--- src/rtl/swo_pkg.sv ---
package swo_pkg;
    typedef enum logic [2:0] {
        ST_IDLE,
        ST_FREEZE,
        ST_SWITCH,
        ST_RST_PULSE,
        ST_WAIT_LOCK,
        ST_RUN,
        ST_FAULT
    } swo_state_e;
endpackage

--- src/rtl/swo_sync.sv ---
module swo_sync #(
    parameter int W = 1
) (
    input  logic         clk,
    input  logic         rst_n,
    input  logic [W-1:0] d,
    output logic [W-1:0] q
);
    for (genvar i = 0; i < W; i++) begin : g_bit
        logic meta;
        always_ff @(posedge clk or negedge rst_n) begin
            if (!rst_n) begin
                meta <= 1'b0;
                q[i] <= 1'b0;
            end else begin
                meta <= d[i];
                q[i] <= meta;
            end
        end
    end
endmodule

--- src/rtl/swo_lock_qual.sv ---
module swo_lock_qual #(
    parameter int STABLE = 16
) (
    input  logic clk,
    input  logic rst_n,
    input  logic clr,
    input  logic locked,
    output logic stable
);
    localparam int CW = $clog2(STABLE + 1);
    logic [CW-1:0] cnt;

    always_ff @(posedge clk or negedge rst_n) begin
        if (!rst_n) begin
            cnt <= '0;
        end else if (clr || !locked) begin
            cnt <= '0;
        end else if (cnt != CW'(STABLE)) begin
            cnt <= cnt + 1'b1;
        end
    end

    assign stable = (cnt == CW'(STABLE));
endmodule

--- src/rtl/swo_span_cnt.sv ---
module swo_span_cnt #(
    parameter int LIMIT = 2
) (
    input  logic clk,
    input  logic rst_n,
    input  logic run,
    output logic done
);
    localparam int CW = $clog2(LIMIT + 1);
    logic [CW-1:0] cnt;

    always_ff @(posedge clk or negedge rst_n) begin
        if (!rst_n) begin
            cnt <= '0;
        end else if (!run) begin
            cnt <= '0;
        end else if (cnt != CW'(LIMIT - 1)) begin
            cnt <= cnt + 1'b1;
        end
    end

    assign done = run && (cnt == CW'(LIMIT - 1));
endmodule

--- src/rtl/pll_swo_supervisor.sv ---
module pll_swo_supervisor
    import swo_pkg::*;
#(
    parameter int CLK_PERIOD_PS = 5000,
    parameter int RST_MIN_PS    = 10000,
    parameter int LOCK_STABLE   = 16,
    parameter int LOCK_TIMEOUT  = 4096,
    parameter int N_OUT         = 4
) (
    input  logic             clk,
    input  logic             rst_n,
    input  logic             ref_bad_a_i,
    input  logic             ref_bad_b_i,
    input  logic             pll_locked_i,
    input  logic             swo_req_i,
    input  logic             fault_clr_i,
    output logic             pfd_en_o,
    output logic             pll_rst_o,
    output logic             swo_strobe_o,
    output logic [N_OUT-1:0] clk_en_o,
    output logic             sel_ref_o,
    output logic             fault_o
);
    localparam int RST_CYC = (RST_MIN_PS + CLK_PERIOD_PS - 1) / CLK_PERIOD_PS;
    localparam int RST_LIM = (RST_CYC < 1) ? 1 : RST_CYC;

    swo_state_e state, state_nx;
    logic [3:0] sync_q;
    logic bad_a_s, bad_b_s, locked_s, req_s, bad_any;
    logic lock_ok, rst_done, tmo_hit, qual_clr;
    logic en_all;

    swo_sync #(.W(4)) u_sync (
        .clk   (clk),
        .rst_n (rst_n),
        .d     ({swo_req_i, pll_locked_i, ref_bad_b_i, ref_bad_a_i}),
        .q     (sync_q)
    );
    assign {req_s, locked_s, bad_b_s, bad_a_s} = sync_q;
    assign bad_any = bad_a_s | bad_b_s;

    assign qual_clr = (state == ST_FREEZE) || (state == ST_SWITCH) ||
                      (state == ST_RST_PULSE) || (state == ST_FAULT);

    swo_lock_qual #(.STABLE(LOCK_STABLE)) u_qual (
        .clk    (clk),
        .rst_n  (rst_n),
        .clr    (qual_clr),
        .locked (locked_s),
        .stable (lock_ok)
    );

    swo_span_cnt #(.LIMIT(RST_LIM)) u_rst_cnt (
        .clk   (clk),
        .rst_n (rst_n),
        .run   (state == ST_RST_PULSE),
        .done  (rst_done)
    );

    swo_span_cnt #(.LIMIT(LOCK_TIMEOUT)) u_tmo_cnt (
        .clk   (clk),
        .rst_n (rst_n),
        .run   (state == ST_WAIT_LOCK),
        .done  (tmo_hit)
    );

    // state register and selection tracking
    always_ff @(posedge clk or negedge rst_n) begin
        if (!rst_n) begin
            state     <= ST_IDLE;
            sel_ref_o <= 1'b0;
        end else begin
            state <= state_nx;
            if (state == ST_SWITCH) begin
                sel_ref_o <= ~sel_ref_o;
            end
        end
    end

    // next-state decode
    always_comb begin
        state_nx = state;
        unique case (state)
            ST_IDLE:      if (lock_ok) state_nx = ST_RUN;
            ST_RUN:       if (bad_any || req_s) state_nx = ST_FREEZE;
            ST_FREEZE:    if (!bad_any) state_nx = req_s ? ST_SWITCH : ST_RST_PULSE;
            ST_SWITCH:    state_nx = ST_RST_PULSE;
            ST_RST_PULSE: if (rst_done) state_nx = ST_WAIT_LOCK;
            ST_WAIT_LOCK: begin
                if (lock_ok)      state_nx = ST_RUN;
                else if (tmo_hit) state_nx = ST_FAULT;
            end
            ST_FAULT:     if (fault_clr_i) state_nx = ST_IDLE;
            default:      state_nx = ST_IDLE;
        endcase
    end

    // output decode
    always_comb begin
        logic pfd_state;
        pfd_state    = 1'b1;
        pll_rst_o    = 1'b0;
        swo_strobe_o = 1'b0;
        en_all       = 1'b0;
        fault_o      = 1'b0;
        unique case (state)
            ST_IDLE:      ;
            ST_RUN:       en_all = 1'b1;
            ST_FREEZE:    pfd_state = 1'b0;
            ST_SWITCH:    begin pfd_state = 1'b0; swo_strobe_o = 1'b1; end
            ST_RST_PULSE: begin pfd_state = 1'b0; pll_rst_o = 1'b1; end
            ST_WAIT_LOCK: ;
            ST_FAULT:     fault_o = 1'b1;
            default:      ;
        endcase
        pfd_en_o = pfd_state & ~bad_any;
    end

    assign clk_en_o = {N_OUT{en_all}};
endmodule

--- config.mk ---
export PLATFORM = sky130hd
export DESIGN_NAME = pll_swo_supervisor
export DESIGN_NICKNAME = d
export VERILOG_FILES = /design/src/rtl/swo_pkg.sv /design/src/rtl/swo_sync.sv /design/src/rtl/swo_lock_qual.sv /design/src/rtl/swo_span_cnt.sv /design/src/rtl/pll_swo_supervisor.sv
export SDC_FILE = /design/constraint.sdc
export NUM_CORES = 1
export LEC_CHECK = 0
export CAP_MARGIN = 20
export CORE_UTILIZATION = 40
export CTS_CLUSTER_SIZE = 28
export DETAILED_ROUTE_END_ITERATION = 12
export MAX_ROUTING_LAYER = met4
export SYNTH_ARGS = -nofsm -noshare
export SYNTH_HDL_FRONTEND = slang
export SYNTH_SLANG_ARGS = --single-unit
export TNS_END_PERCENT = 100
--- constraint.sdc ---
create_clock -name clk -period 1.8 [get_ports clk]
set_input_delay 0.54 -clock clk [delete_from_list [all_inputs] [get_ports clk]]
set_output_delay 0.54 -clock clk [all_outputs]
set_load 0.1 [all_outputs]
Word-level counts from Yosys, hierarchy flattened:

Index checks and enable logic that the tools add are counted.

* logic and storage cells: 72
* output and inout port bits: 9
* register bits after elaboration: 32

* add/sub/neg operators: 3
* bitwise operators: 4
* equal/unequal tests: 20
* mux-type cells: 20
* reduce and logical (&&, ||, !) cells: 12

Operators by type and width (count)
* 2-to-1 mux 13 bit: 2
* 2-to-1 mux 3 bit: 7
* case mux 3 bit (7 select lines): 1
* inequality test 2 bit, second input constant: 7
* adder 13 x 1 -> 13 bit, second input constant: 1
* equality test 13 x 12 -> 1 bit, second input constant: 1
* inequality test 13 x 12 -> 1 bit, second input constant: 1
* 2-to-1 mux 5 bit: 2
* equality test 3 bit, second input constant: 3
* equality test 3 x 2 -> 1 bit, second input constant: 2
* 2-to-1 mux 1 bit: 6
* AND reduction 6 bit: 1
* adder 5 x 1 -> 5 bit, second input constant: 1
* equality test 5 bit, second input constant: 1
* logical OR 1 bit: 5
* inequality test 5 bit, second input constant: 1
* 2-to-1 mux 2 bit: 2
* equality test 3 x 1 -> 1 bit, second input constant: 1
* zero test 3 bit: 1
* inequality test 3 bit, second input constant: 1
* OR reduction 3 bit: 1
* adder 2 x 1 -> 2 bit, second input constant: 1
* equality test 2 x 1 -> 1 bit, second input constant: 1
* logical AND 1 bit: 2
* other kinds (6): 7

Depth between registers and ports, before layout:

Gate-level depths: netlist (run 1).

* depth in word-level cells: 6
* gate-level depth with buffers: 6

By module:

Synthesis (run 1) repeated with hierarchy kept, for this count alone.

* cell total of the unflattened synthesis: 155
* area total of the unflattened synthesis: 1710.4 µm²

Modules (own cells, without submodules)
* swo_span_cnt (u_tmo_cnt): instances 1, area an instance 694.4 µm², seq. area each 325.3 µm², cells an instance 67
* pll_swo_supervisor: instances 1, area an instance 401.6 µm², seq. area each 100.1 µm², cells an instance 43
* swo_lock_qual: instances 1, area an instance 304.0 µm², seq. area each 125.1 µm², cells an instance 27
* swo_sync: instances 1, area an instance 200.2 µm², seq. area each 200.2 µm², cells an instance 8
* swo_span_cnt (u_rst_cnt): instances 1, area an instance 110.1 µm², seq. area each 50.0 µm², cells an instance 10

Least setup slack after synthesis (run 1):

OpenSTA, ideal clock, no wires.

* kind: reg-to-output
* from: register state[1]
* to: output port pfd_en_o
* arrival: 2.826 ns
* required time: 1.260 ns
* cell stages (with the launch flop): 5
* path slack: -1.566 ns
* path through: dfrtp_1 clkbuf_1 nor2_1 nor2_1 nor3_1

* longest elaborated chain between the ends: 4
* elaborated cells on any way between the ends: 6
* classes of those cells: 3 x eq/ne; 1 x mux; 1 x bitwise; 1 x reduce/logical

Ends and longest elaborated chain
* start: declaration: RTL line pll_swo_supervisor.sv:27 `swo_state_e state, state_nx;`
* start signal: assignment: RTL line pll_swo_supervisor.sv:73 `state <= state_nx;`
* equality test 3 x 1 -> 1 bit / equality test 3 x 2 -> 1 bit (equally long branches): RTL line pll_swo_supervisor.sv:106 `unique case (state)`
* OR reduction 3 bit (no source line) *
* 2-to-1 mux 1 bit *: RTL line pll_swo_supervisor.sv:106
* AND 1 bit *: RTL line pll_swo_supervisor.sv:116 `pfd_en_o = pfd_state & ~bad_any;`
* end: declaration: RTL line pll_swo_supervisor.sv:17 `output logic pfd_en_o,`

Mark *: on every way between the ends. The rest lies on a longest branch, timed or not.

Worst setup path in the final report (run 1):

* from: register state[0]
* to: output port pfd_en_o

The elaborated chain is that of the path after synthesis.

==> results of run 1 <==
[layout make-up]
type | instances | area (um2)
clock inverters | 1 | 30.0
repair buffers | 38 | 417
clock buffers | 7 | 96.3
multi-input cells | 107 | 739
inverters | 7 | 30.0
flip-flops and latches | 32 | 805
well taps | 48 | 60.1
fillers | 312 | 1510
[state kept, by name, indices dropped and copies added, names as in the netlist]
signal / count
state: 3
u_sync.g_bit.meta: 4
u_tmo_cnt.cnt: 13
sel_ref_o: 1
u_rst_cnt.cnt: 2
u_qual.cnt: 5
u_sync.q: 4
[stage by stage]
| stage | cells | hold WS [ns] |
|---|---|---|
| after CTS | 235 | 0.349 |
| final | 240 | 0.345 |
| after floorplan | 153 | 0.244 |
| after detailed placement | 220 | 0.335 |
| after global placement | 220 | 0.331 |
| after global routing | 240 | 0.351 |
[worst reg2reg max path, cell delays in order, from the launching register on]
cell and delay (ns):
sky130_fd_sc_hd__dfrtp_1 0.38, sky130_fd_sc_hd__inv_1 0.09, sky130_fd_sc_hd__ha_1 0.23, sky130_fd_sc_hd__and4bb_1 0.23, sky130_fd_sc_hd__or4_1 0.42, sky130_fd_sc_hd__o211ai_2 0.12, sky130_fd_sc_hd__mux2i_1 0.21
[Yosys cell counts (all sizes together), types with 3 or more instances]
cell type	instances	area (um2)
nand3	7	35.0
nand4	3	18.8
or3	4	25.0
inv	7	26.3
nor2	14	52.6
ha	4	50.1
o21ai	10	50.1
dfrtp	32	801
a21oi	11	55.1
buf	5	35.0
xor2	5	43.8
nor3	5	25.0
nand2b	3	18.8
nand2	11	41.3
a31oi	4	25.0
[logic make-up (layout without fill, tap and decap cells)]
logic type,after synthesis,count (layout)
adders and majority gates,4,4
xor gates and xnor gates,7,7
AOI/OAI and AO/OA,35,35
muxes,2,2
buffers and inverters,14,53
and+or+nand+nor,59,59
DFF,32,32
[power groups by stage]
stage	Clock [mW]	Sequential, mW	Combinational, mW
after floorplan	0	0.873	0.116
after global placement	0	0.889	0.163
after detailed placement	0	0.893	0.173
after CTS	0.770	0.881	0.176
after global routing	0.805	0.904	0.217
final	0.743	0.888	0.188
[worst max-delay path by stage]
stage | startpoint | to | slack, ns
2_1_floorplan | state[0] | pfd_en_o | -0.25
3_3_place_gp | state[0] | clk_en_o[0] | 0.10
3_5_place_dp | state[0] | clk_en_o[2] | 0.08
4_1_cts | state[0] | clk_en_o[2] | -0.12
5_1_grt | state[0] | pfd_en_o | -0.16
6_report | state[0] | pfd_en_o | -0.1
[metal layers]
layer / global-route usage (%) / share of wire (%) / up-vias
li1: - / - / 622
met4: 12.5 / 2.7 / 0
met1: 19.9 / 42 / 628
met5: - / 0 / -
met3: 5.18 / 3.9 / 9
met2: 30.9 / 51 / 32
[repair_timing]
action,in CTS,in global routing
pin swaps,2,0
hold endpoints to repair,0,0
cloned,0,0
buffers inserted,7,5
hold buffers,0,0
setup endpoints to repair,8,13
gates resized for setup,4,9
==> impl_summary.md, run 1 <==
STA
The final clock period utilization by the worst path is 106%. The number of max-slew violations in the final report came to 0. The post-route minimum period is 1.90 ns. The final count of negative-setup-slack endpoints is 7. The final count of hold timing violations is 0. After layout, the worst setup slack is -0.0997 ns. The fmax is 526 MHz.

For the pin with the worst max-slew slack, the measured transition is just under 0.4 ns. Headroom to the max-slew limit came out at 73.6%. Setup repair after global routing could not meet its margin everywhere.

For the final routed database, the setup TNS stands at -0.401 ns. The worst setup skew after layout is roughly 0.0023 ns.

Setup path
The endpoint of the worst-slack reg-to-reg timing path is state[2]. Together, buffers and inverters on the worst path number 2. STA classifies the critical path endpoint as an output pin.

The worst reg2reg path startpoint is u_qual.cnt[0]. Along the worst path, the maximum fanout reaches 6. The cell count along the critical path is 5. The critical setup path kind is register to output pin. On the critical path, the stage with the largest delay is an instance of sky130_fd_sc_hd__dfrtp_2. The data arrival time at the worst-slack endpoint is 1.36 ns.

The required time of the worst setup path is 1.26 ns. The maximum single-stage delay on the critical path is 0.44 ns. Walking the worst path, the cells encountered are buf_4 > nor2_4 > nor2_2 > nor3_4 > buf_12. The register-to-register setup slack is 0.05 ns. The family of cells with the greatest summed delay on the critical path is flip-flops. The type of element launching the critical path is a register. Measured in cells, the most critical reg-to-reg path has a length of 6.

Pwr
Per report_power, the combinational group accounts for 10.3% of the total. The analysis attributes to net switching a power of ~0.45 mW. Summed over all cells, the static leakage comes to 0.908 nW. The worst voltage drop across the vdd grid is ~0.00044 V. The completed layout was analyzed and its total power is 1.82 mW.

The clock network fraction of total power is 40.9%. The cell-internal power is 1.37 mW. In this run switching power makes up between 20% and 30% of total power. The share of power burned in registers is 48.8%. Dividing total power by cell area gives a power density of 836 nW/um2.

CTS
In this run the clock root is driven by a sky130_fd_sc_hd__clkbuf_8. No sink is reached through more buffers than the 2 on the longest clock path. TritonCTS built the clock tree.

The clock reaches the later pin of the worst-skew pair after ~0.28 ns. The H-tree depth reported by CTS is 2. After clock tree synthesis, the clock-pin slew on the worst setup and hold paths is 0.06 ns.

The number of buffers created by CTS is 5. For this design, the sink count on the clock tree is 32.

Min path
The worst hold path cell count is 0. The worst hold-check path type is register to register. The worst hold path terminates at u_sync.q[0]. The startpoint identified for the worst hold timing path is u_sync.g_bit[0].meta.

Cells and area
0 antenna diodes ended up in the layout. The most common cell after layout, fill and taps aside is sky130_fd_sc_hd__dfrtp_1. After the last flow step, the layout net total stands at about 200.

The fraction of layout cells with a size suffix above 1 is 31.3%. The library cells used most frequently in the layout, excluding fill and tap cells, are 29 x sky130_fd_sc_hd__dfrtp_1, 22 x sky130_fd_sc_hd__buf_4, 11 x sky130_fd_sc_hd__a21oi_1. The growth of design area from synthesis to finish is 41.1%. Once layout is done, the placed cells without fillers occupy 2180 um2.

The final cell utilization of the core is around three fifths.

Placement
The count of buffers from port buffering is 15. Detailed placement ended at an HPWL of 2.15 mm. After detailed placement, the total cell area comes to 1920 um2. The pre-CTS worst setup slack is 0.0812 ns. The final weighted congestion in routability-driven placement is 0.891.

Route
The post-route antenna net violation count is 0. The per-cell routed wire length is 13.7 um. The routed design has 3.29 mm of wire. Summing over every cut layer, the via total after detailed routing is around 1300. The routed via count divided by cell count is 5.38. The DRC violation total after the first TritonRoute iteration is 56.

The number of search-and-repair iterations in the first detailed-routing pass is 4. The detailed-route DRC error count is 0.

Global routing
Global routing finished with a remaining overflow of 0. The number of global-route vias before repair is around 1300. The first-pass GRT wire length is 5.62 mm.

The combined global-route utilization of all metal layers is 18.9%. Entering global routing, the biggest net connects 33 pins. The initial antenna violation count is 0.

Yosys
Yosys printed 0 warnings. Synthesis inferred 32 register bits. After synthesis, the netlist uses 38 different library cells.

After synthesis, the share of cell area in mux cells is approximately 1.3%. The synthesized netlist devotes 3.24% of its cell area to adder and majority cells. The number of nets handed over by synthesis was 164. The mean instance size in the synthesized netlist is 10.1 um2. The synthesized netlist occupies a cell area of 1540 um2. The area share of xor/xnor cells in the synthesized design is under 10%. Yosys mapped a number of flops with a built-in enable equal to 0. Among all flip-flop cells after synthesis, the most frequent one is sky130_fd_sc_hd__dfrtp_1. After synthesis, the largest family of logic cells by area is simple AND/OR/NAND/NOR gates.

The part of the Yosys area used for sequential elements is 51.9%. The number of instances in the synthesized netlist is 153. The async set-reset flop share out of synthesis is 100%. The synthesized-area fraction occupied by ao, oa, aoi and oai cells is 14.2%.

The simple-gate portion of the synthesized area is 20.9%.

Floorplan
The top-level I/O count is 16. The chip width is around 64 um. In this run the standard cell core region covers 3690 um2. The effective utilization at floorplan is 41.8%. The floorplan step defined a die boundary enclosing between 4000 and 5000 um2.

The y dimension of the die is 64.1 um. Row generation in the floorplan step produced 22 rows.

Outcome
The run finished, with violations left. The checks that failed: negative setup slack.

Job
The number of max-cap violations is 0.
(Power assumes the default switching activity.)
==> inputs of run 2 (changes only) <==
HOLD_SLACK_MARGIN = 0.05   (was unset)
==> results of run 2 <==
Same layout as run 1: the final DEF is identical, and so are final timing and power.
